## config.mk

```make
export PLATFORM = sky130hd
export DESIGN_NAME = spi_fetch_gate
export DESIGN_NICKNAME = d
export VERILOG_FILES = /design/src/rtl/spi_gate_pkg.sv /design/src/rtl/spi_gate_ctrl.sv /design/src/rtl/spi_gate_dpath.sv /design/src/rtl/spi_fetch_gate.sv
export SDC_FILE = /design/constraint.sdc
export NUM_CORES = 1
export LEC_CHECK = 0
export BUFFER_PORTS_ARGS = -buffer_cell sky130_fd_sc_hd__buf_2
export CAP_MARGIN = 20
export CORE_ASPECT_RATIO = 1.75
export CORE_MARGIN = 10
export CORE_UTILIZATION = 46
export CTS_BUF_LIST = sky130_fd_sc_hd__clkbuf_8
export DETAILED_ROUTE_END_ITERATION = 6
export PLACE_DENSITY = 0.76
export SLEW_MARGIN = 20
export SYNTH_ARGS = -nofsm -noshare
export SYNTH_HDL_FRONTEND = slang
export SYNTH_HIERARCHICAL = 1
export SYNTH_SLANG_ARGS = --single-unit
```

## constraint.sdc

```tcl
create_clock -name clk -period 3.1 [get_ports clk]
set_clock_uncertainty 0.15 [all_clocks]
set_input_delay 0.31 -clock clk [delete_from_list [all_inputs] [get_ports clk]]
set_output_delay 0.31 -clock clk [all_outputs]
set_load 0.01 [all_outputs]
```

## src/rtl/spi_gate_pkg.sv

```systemverilog
package spi_gate_pkg;
  localparam int REG_AW = 8;
  localparam logic [REG_AW-1:0] OFS_EN   = 8'h80;
  localparam logic [REG_AW-1:0] OFS_XFER = 8'h81;
  localparam logic [REG_AW-1:0] OFS_DATA = 8'h82;
  localparam logic [REG_AW-1:0] OFS_CMD  = 8'h83;

  typedef enum logic [2:0] {
    RD_NONE,
    RD_CMD,
    RD_EN,
    RD_XFER,
    RD_DATA
  } rdSel_t;

  typedef struct packed {
    logic   wrCmd;
    logic   wrEn;
    logic   wrXfer;
    logic   wrData;
    rdSel_t rdSel;
    logic   granted;
  } gateStrb_t;
endpackage

```

## src/rtl/spi_gate_ctrl.sv

```systemverilog
module spi_gate_ctrl
  import spi_gate_pkg::*;
#(
  parameter int ADDR_W = 32,
  parameter logic [3:0] RAM_NIBBLE = 4'h4
) (
  input  logic              clk,
  input  logic              rstN,
  input  logic [ADDR_W-1:0] cpuAddr,
  input  logic              cpuInstr,
  input  logic              cpuValid,
  input  logic [ADDR_W-1:0] cmdAddr,
  input  logic              regCs,
  input  logic              regWe,
  input  logic [REG_AW-1:0] regAddr,
  output gateStrb_t         strb
);
  logic accessQ;
  logic fetch;
  logic entryHit;
  logic ramFetch;

  assign fetch    = cpuValid && cpuInstr;
  assign entryHit = fetch && (cpuAddr == cmdAddr);
  assign ramFetch = fetch && (cpuAddr[ADDR_W-1 -: 4] == RAM_NIBBLE);

  always_ff @(posedge clk) begin
    if (!rstN)         accessQ <= 1'b0;
    else if (entryHit) accessQ <= 1'b1;
    else if (ramFetch) accessQ <= 1'b0;
  end

  logic wrCyc;
  logic rdCyc;
  assign wrCyc = regCs && regWe;
  assign rdCyc = regCs && !regWe;

  always_comb begin
    strb         = '0;
    strb.granted = accessQ;
    strb.rdSel   = RD_NONE;
    strb.wrCmd   = wrCyc && (regAddr == OFS_CMD);
    strb.wrEn    = wrCyc && accessQ && (regAddr == OFS_EN);
    strb.wrXfer  = wrCyc && accessQ && (regAddr == OFS_XFER);
    strb.wrData  = wrCyc && accessQ && (regAddr == OFS_DATA);
    if (rdCyc) begin
      case (regAddr)
        OFS_CMD:  strb.rdSel = RD_CMD;
        OFS_EN:   strb.rdSel = accessQ ? RD_EN   : RD_NONE;
        OFS_XFER: strb.rdSel = accessQ ? RD_XFER : RD_NONE;
        OFS_DATA: strb.rdSel = accessQ ? RD_DATA : RD_NONE;
        default:  strb.rdSel = RD_NONE;
      endcase
    end
  end

  // a fetch from the entry address grants on the next edge
  a_r3_entry_grants: assert property (@(posedge clk) disable iff (!rstN)
    (cpuValid && cpuInstr && cpuAddr == cmdAddr) |=> accessQ);

  // a RAM fetch that misses the entry address revokes access
  a_r4_ram_revokes: assert property (@(posedge clk) disable iff (!rstN)
    (cpuValid && cpuInstr && cpuAddr != cmdAddr &&
     cpuAddr[ADDR_W-1 -: 4] == RAM_NIBBLE) |=> !accessQ);

  // cycles that are not fetches never move the access state
  a_r5_nonfetch_hold: assert property (@(posedge clk) disable iff (!rstN)
    !(cpuValid && cpuInstr) |=> $stable(accessQ));
endmodule

```

## src/rtl/spi_gate_dpath.sv

```systemverilog
module spi_gate_dpath
  import spi_gate_pkg::*;
#(
  parameter int ADDR_W      = 32,
  parameter int DATA_W      = 32,
  parameter int SPI_W       = 8,
  parameter int XFER_CYCLES = 8
) (
  input  logic              clk,
  input  logic              rstN,
  input  gateStrb_t         strb,
  input  logic [DATA_W-1:0] regWdata,
  output logic [ADDR_W-1:0] cmdAddr,
  output logic [DATA_W-1:0] regRdata
);
  localparam int CNT_W = $clog2(XFER_CYCLES + 1);
  localparam logic [CNT_W-1:0] CNT_LOAD = CNT_W'(XFER_CYCLES);

  logic             spiEnable;
  logic [SPI_W-1:0] txByte;
  logic [SPI_W-1:0] rxByte;
  logic [CNT_W-1:0] busyCnt;
  logic             spiReady;
  logic             startXfer;

  assign spiReady  = (busyCnt == '0);
  assign startXfer = strb.wrXfer && spiEnable && spiReady;

  always_ff @(posedge clk) begin
    if (!rstN) cmdAddr <= '0;
    else if (strb.wrCmd) cmdAddr <= regWdata[ADDR_W-1:0];
  end

  always_ff @(posedge clk) begin
    if (!rstN) begin
      spiEnable <= 1'b0;
      txByte    <= '0;
    end else begin
      if (strb.wrEn)   spiEnable <= regWdata[0];
      if (strb.wrData) txByte    <= regWdata[SPI_W-1:0];
    end
  end

  // Shift-engine stub: fixed busy time, inverted loopback.
  always_ff @(posedge clk) begin
    if (!rstN) begin
      busyCnt <= '0;
      rxByte  <= '0;
    end else if (startXfer) begin
      busyCnt <= CNT_LOAD;
    end else if (!spiReady) begin
      busyCnt <= busyCnt - 1'b1;
      if (busyCnt == CNT_W'(1)) rxByte <= ~txByte;
    end
  end

  always_comb begin
    regRdata = '0;
    case (strb.rdSel)
      RD_CMD:  regRdata[ADDR_W-1:0] = cmdAddr;
      RD_EN:   regRdata[0]          = spiEnable;
      RD_XFER: regRdata[0]          = spiReady;
      RD_DATA: regRdata[SPI_W-1:0]  = rxByte;
      default: regRdata             = '0;
    endcase
  end

  // with access denied the enable bit and transmit byte cannot move
  a_r8_denied_no_write: assert property (@(posedge clk) disable iff (!rstN)
    !strb.granted |=> ($stable(spiEnable) && $stable(txByte)));

  // no transfer can start while denied
  a_r8_denied_no_start: assert property (@(posedge clk) disable iff (!rstN)
    (!strb.granted && spiReady) |=> spiReady);

  // busy counter never exceeds its load value
  a_r9_busy_bound: assert property (@(posedge clk) disable iff (!rstN)
    busyCnt <= CNT_LOAD);
endmodule

```

## src/rtl/spi_fetch_gate.sv

```systemverilog
module spi_fetch_gate
  import spi_gate_pkg::*;
#(
  parameter int ADDR_W      = 32,
  parameter int DATA_W      = 32,
  parameter int SPI_W       = 8,
  parameter int XFER_CYCLES = 8,
  parameter logic [3:0] RAM_NIBBLE = 4'h4
) (
  input  logic              clk,
  input  logic              rstN,
  input  logic [ADDR_W-1:0] cpuAddr,
  input  logic              cpuInstr,
  input  logic              cpuValid,
  input  logic              regCs,
  input  logic              regWe,
  input  logic [REG_AW-1:0] regAddr,
  input  logic [DATA_W-1:0] regWdata,
  output logic [DATA_W-1:0] regRdata
);
  gateStrb_t         strb;
  logic [ADDR_W-1:0] cmdAddr;

  spi_gate_ctrl #(
    .ADDR_W(ADDR_W), .RAM_NIBBLE(RAM_NIBBLE)
  ) u_ctrl (
    .clk(clk), .rstN(rstN), .cpuAddr(cpuAddr), .cpuInstr(cpuInstr),
    .cpuValid(cpuValid), .cmdAddr(cmdAddr), .regCs(regCs), .regWe(regWe),
    .regAddr(regAddr), .strb(strb)
  );

  spi_gate_dpath #(
    .ADDR_W(ADDR_W), .DATA_W(DATA_W), .SPI_W(SPI_W), .XFER_CYCLES(XFER_CYCLES)
  ) u_dpath (
    .clk(clk), .rstN(rstN), .strb(strb), .regWdata(regWdata),
    .cmdAddr(cmdAddr), .regRdata(regRdata)
  );

  // SPI register reads return zero while access is denied
  a_r7_denied_reads_zero: assert property (@(posedge clk) disable iff (!rstN)
    (!strb.granted && regCs && !regWe &&
     (regAddr == OFS_EN || regAddr == OFS_XFER || regAddr == OFS_DATA))
    |-> (regRdata == '0));

  // the entry-address register reads back what was last written
  a_r2_cmd_readback: assert property (@(posedge clk) disable iff (!rstN)
    (regCs && regWe && regAddr == OFS_CMD) |=> (cmdAddr == $past(regWdata[ADDR_W-1:0])));
endmodule

```

After elaboration in Yosys (flattened, before gate mapping):

Index checks and enable logic that the tools add are counted.

* bits in registers: 54
* latch bits: 0
* memory bits (writable): 0
* memory bits (read-only): 0
* bits of input ports: 78
* output and inout port bits: 32
* memories kept: 0

* $add $sub $neg: 1
* multipliers: 0
* divide/modulo/power cells: 0
* $lt $le $gt $ge: 0
* equality and inequality tests: 12
* shifts and indexed selects: 0
* mux-type cells: 12
* bitwise logic cells: 4
* reduce and logical (&&, ||, !) cells: 17

Operators by type and width (number)
* $eq A32 B32 Y1: 1
* $eq A8 B8 Y1 const B: 4
* $mux W24: 1
* $pmux W7 S2: 1
* $logic_and A1 B1 Y1: 12
* $pmux W3 S4: 1
* $mux W4: 2
* $not A8 Y8: 1
* $eq A3 B2 Y1 const B: 2
* $mux W3: 2
* $eq A4 B1 Y1 const B: 1
* $eq A4 B3 Y1 const B: 1
* $logic_not A4 Y1: 1
* $mux W2: 2
* $pmux W1 S4: 1
* $sub A4 B1 Y4 const B: 1
* $eq A3 B1 Y1 const B: 1
* $eq A3 B3 Y1 const B: 1
* $not A1 Y1: 3
* $reduce_and A3 Y1: 1
* $mux W1: 2
* $ne A2 B2 Y1 const B: 1
* $reduce_bool A2 Y1: 1
* $reduce_or A2 Y1: 1
* $logic_not A1 Y1: 1

Depth between registers and ports, before layout:

* word-level depth: 7
* mapped depth: 9

Modules after synthesis:

Netlist, hierarchy kept.

Modules (own cells, without submodules)
* spi_gate_dpath: times used 1, cells each 234, area each 2367.3 um^2
* spi_gate_ctrl: times used 1, cells each 65, area each 504.2 um^2

Worst setup path before layout:

OpenSTA, ideal clock, no wires.

* kind: input-to-output
* from: input regAddr[5]
* to: output regRdata[11]
* arrival: 2.106 ns
* required time: 2.640 ns
* setup slack: 0.534 ns
* stages on the path: 8
* cells stage by stage: or4b_1 > nor3_2 > nand3b_2 > nor2_1 > clkbuf_1 > and2b_4 > clkbuf_1 > and2_1

RTL lines
* from (decl): line spi_fetch_gate.sv:17 `input logic [REG_AW-1:0] regAddr,`
* to (decl): line spi_fetch_gate.sv:19 `output logic [DATA_W-1:0] regRdata`

==> results.md <==
Global route:
- The met1 usage in global routing is 0.1466.
- The number of antenna violations at the first check in global routing is 0.
- The global routing met2 resource utilization is 0.2957.
- The wire length of the first global-routing pass is 12290 µm.
- In the global route stage, overall resource usage came out at 0.1517.
- The total overflow left after global routing is 0.
- The maximum number of pins on one net before global-route repair is 30.
- The global routing usage on met3 is 0.03902.
- The layer flagged by global routing as most heavily used is met2.
- The via count of the first global-routing pass is 2582.

Hold path:
- The end point of the worst hold path is u_dpath/cmdAddr[18]$_SDFFE_PN0P_.
- The worst hold path begins at regWdata[18].
- The path class of the tightest hold or removal check is in2reg.
- Counting instances, the worst hold path has a depth of 3.

Drt:
- The number of nets still failing antenna checks after routing is 0.
- The wire length per cell after detailed routing is 15.89 µm.
- The number of detailed-routing iterations run before antenna repair is 4.
- The via density per instance is 4.983.
- The total number of vias is 2412.
- The final routed wirelength across all metal layers is 7693 µm.
- In this run, the number of DRC markers left after iteration 0 of detailed routing was 128.
- The number of remaining DRC errors is 0.

Clock network:
- The clock tree buffer depth is 2.
- The clock sink total is 54.
- The number of hold buffers added after cts is 0.
- The clock insertion delay at the later pin of the skew report is 0.30 ns.
- TritonCTS built the clock tree.
- The H-tree depth reported by CTS is 2.
- The cell at the root of the clock tree is sky130_fd_sc_hd__clkbuf_8.
- The total setup buffers inserted after CTS is 0.
- Once the clock tree was built, the resizer swapped 0 gates to a different size.
- The clock edge transition at the registers on the reported setup and hold paths is 0.09 ns.
- Buffers inserted during clock tree synthesis total 5.

STA:
- The post-route fraction of the period consumed by the critical path is 0.8935.
- For the final routed database, the setup TNS stands at 0 ns.
- For the finished layout, the period the worst path requires is 2.770 ns.
- The number of max-slew violations in the final report came to 0.
- The highest clock frequency the design can meet is 0.3610 GHz.
- The total count of hold-check failures in the final report was 0.
- For the pin with the worst max-slew slack, the measured transition is 0.7938 ns.
- The remaining max-slew budget at the tightest pin is 0.4686.
- Setup repair after global routing left no endpoint under its margin.
- The count of endpoints failing setup in the final report is 0.
- Once routing completed, OpenROAD measured the worst setup slack at 0.3301 ns.

Critical path:
- The most used cell along the critical path is sky130_fd_sc_hd__buf_2.
- Along the worst path, the maximum fanout reaches 24.
- The worst setup path is launched from an input port.
- The launch point of the worst reg-to-reg path is u_dpath/busyCnt[0]$_SDFFE_PP0P_.
- The critical path goes through buf_2, or4b_1, nor3_2, and3_2, nor2b_1, and2b_4, and2_1, buf_2.
- The critical-path cell with the highest stage delay is sky130_fd_sc_hd__or4b_1.
- For the worst setup path, the data required time is 2.64 ns.
- For this run, the slowest stage of the critical path takes 0.53 ns.
- STA classifies the critical path endpoint as an output port.
- STA puts the critical path data arrival time at 2.31 ns.
- In this run the number of cells on the critical path is 8.
- The depth of the most critical reg-to-reg path is 5.
- Setup slack on the worst reg-to-reg path comes out at 1.07 ns.
- The kind of cell adding the most delay to the critical path is simple AND/OR/NAND/NOR gates.
- The count of buffer and inverter cells on the critical path is 2.
- The worst register-to-register path ends at u_dpath/rxByte[6]$_SDFFE_PN0P_.
- The critical path in this run is classified as in2out.

Synthesis:
- The cell area that synthesis handed to floorplanning was 2864 µm².
- In the synthesized netlist, the number of instances is 298.
- Yosys printed 6 warnings.
- The synthesized area per cell is 9.611 µm².
- Synthesis produced a netlist with a net count of 378.

Die:
- The I/O pin total is 110.
- The area of the die is 9906 µm².
- The height of the die is 124.4 µm.
- The floorplan step defined a core boundary enclosing 6133 µm².
- The number of placement rows is 38.
- From left edge to right edge, the die measures 79.65 µm.
- The starting density of the core is 0.4670.

Power:
- The share of total power dissipated in sequential elements is 0.553.
- The total power per unit cell area is 397.9 nW/µm².
- The switching power share of the total is 0.2683.
- For this design the static power due to leakage is 0.001554 µW.
- The total internal power is 1042 µW.
- The worst-case IR drop observed on VDD is 0.3052 mV.
- Of the total power, combinational logic draws 0.188.
- The part of the total power dissipated in the clock network is 0.258.
- For this design the total switching power over the nets is 382.0 µW.

Placement:
- The worst slack at placement is 0.3426 ns.
- At the end of routability-driven placement, the weighted congestion stood at 0.7631.
- The area after detailed placement is 3498 µm².
- The number of buffer cells added on primary ports is 109.
- After legalization and detailed placement, the total HPWL measured 6191 µm.

Final layout:
- The library cell used most frequently in the layout, excluding fill and tap cells, is sky130_fd_sc_hd__buf_2.
- Summing all non-filler instances in the final layout gives an area of 3577 µm².
- Relative to the synthesized area, the layout overhead comes to 24.90%.
- The antenna diode count is 0.
- In the final layout, the share of cells above drive strength 1 is 0.3243.
- The top cell types in the final layout, fill and taps aside, are sky130_fd_sc_hd__buf_2 (109), sky130_fd_sc_hd__dfxtp_1 (54), sky130_fd_sc_hd__nor2b_1 (43), sky130_fd_sc_hd__mux2i_1 (43), sky130_fd_sc_hd__and2_1 (25).
- The final layout net count is 484.

Status:
- The run finished with clean final reports.

Job:
- Across the run, the number of max-cap violations was 0.
-- cell type report --
type                    count  area [µm²]
clock buffers               5       68.82
inverters                   3       11.26
well taps                  80       100.1
flip-flops and latches     54        1081
repair buffers            115       603.1
clock inverters             2       10.01
multi-input cells         225        1703
fillers                   548        2556
-- layer usage --
| layer | vias up | wire [µm] |
|---|---|---|
| li1 | 1220 | - |
| met1 | 1127 | 2767 |
| met2 | 58 | 4401 |
| met3 | 7 | 428 |
| met4 | 0 | 96 |
| met5 | - | 0 |
-- sequential cells by signal, indices dropped and copies added (netlist names) --
name,flops
u_ctrl/accessQ,1
u_dpath/busyCnt,4
u_dpath/cmdAddr,32
u_dpath/rxByte,8
u_dpath/spiEnable,1
u_dpath/txByte,8
-- power by group through the flow --
stage / Sequential, µW / Clock [µW] / Combinational, µW
final: 788 / 368 / 268
after global routing: 793 / 408 / 300
after CTS: 787 / 387 / 270
after detailed placement: 803 / 0 / 270
after global placement: 800 / 0 / 262
after floorplan: 793 / 0 / 187
-- through the flow --
stage	power [µW]	util	std cells	hold slack, ns
after CTS	1444	0.5832	484	0.1045
after global routing	1502	0.5832	484	0.1166
after global placement	1062	0.5704	477	0.3304
after floorplan	980.6	-	298	0.2882
after detailed placement	1073	0.5704	477	0.3364
final	1423	0.5832	484	0.1134
-- worst reg2reg max path, delay by kind of cell, from the launching register on --
family	cells	cell delay, ns
simple gates	2	0.88
flops	1	0.41
fa+ha+maj	1	0.28
mux	1	0.15
buf+inv	1	0.07
-- worst max-delay path by stage --
stage	end	startpoint	slack (ns)
2_1_floorplan	regRdata[11]	regAddr[5]	0.53
3_3_place_gp	regRdata[17]	regAddr[5]	0.38
3_5_place_dp	regRdata[26]	regAddr[5]	0.34
4_1_cts	regRdata[26]	regAddr[5]	0.35
5_1_grt	regRdata[28]	regAddr[5]	0.18
6_report	regRdata[27]	regAddr[5]	0.33
(Power assumes the default switching activity.)
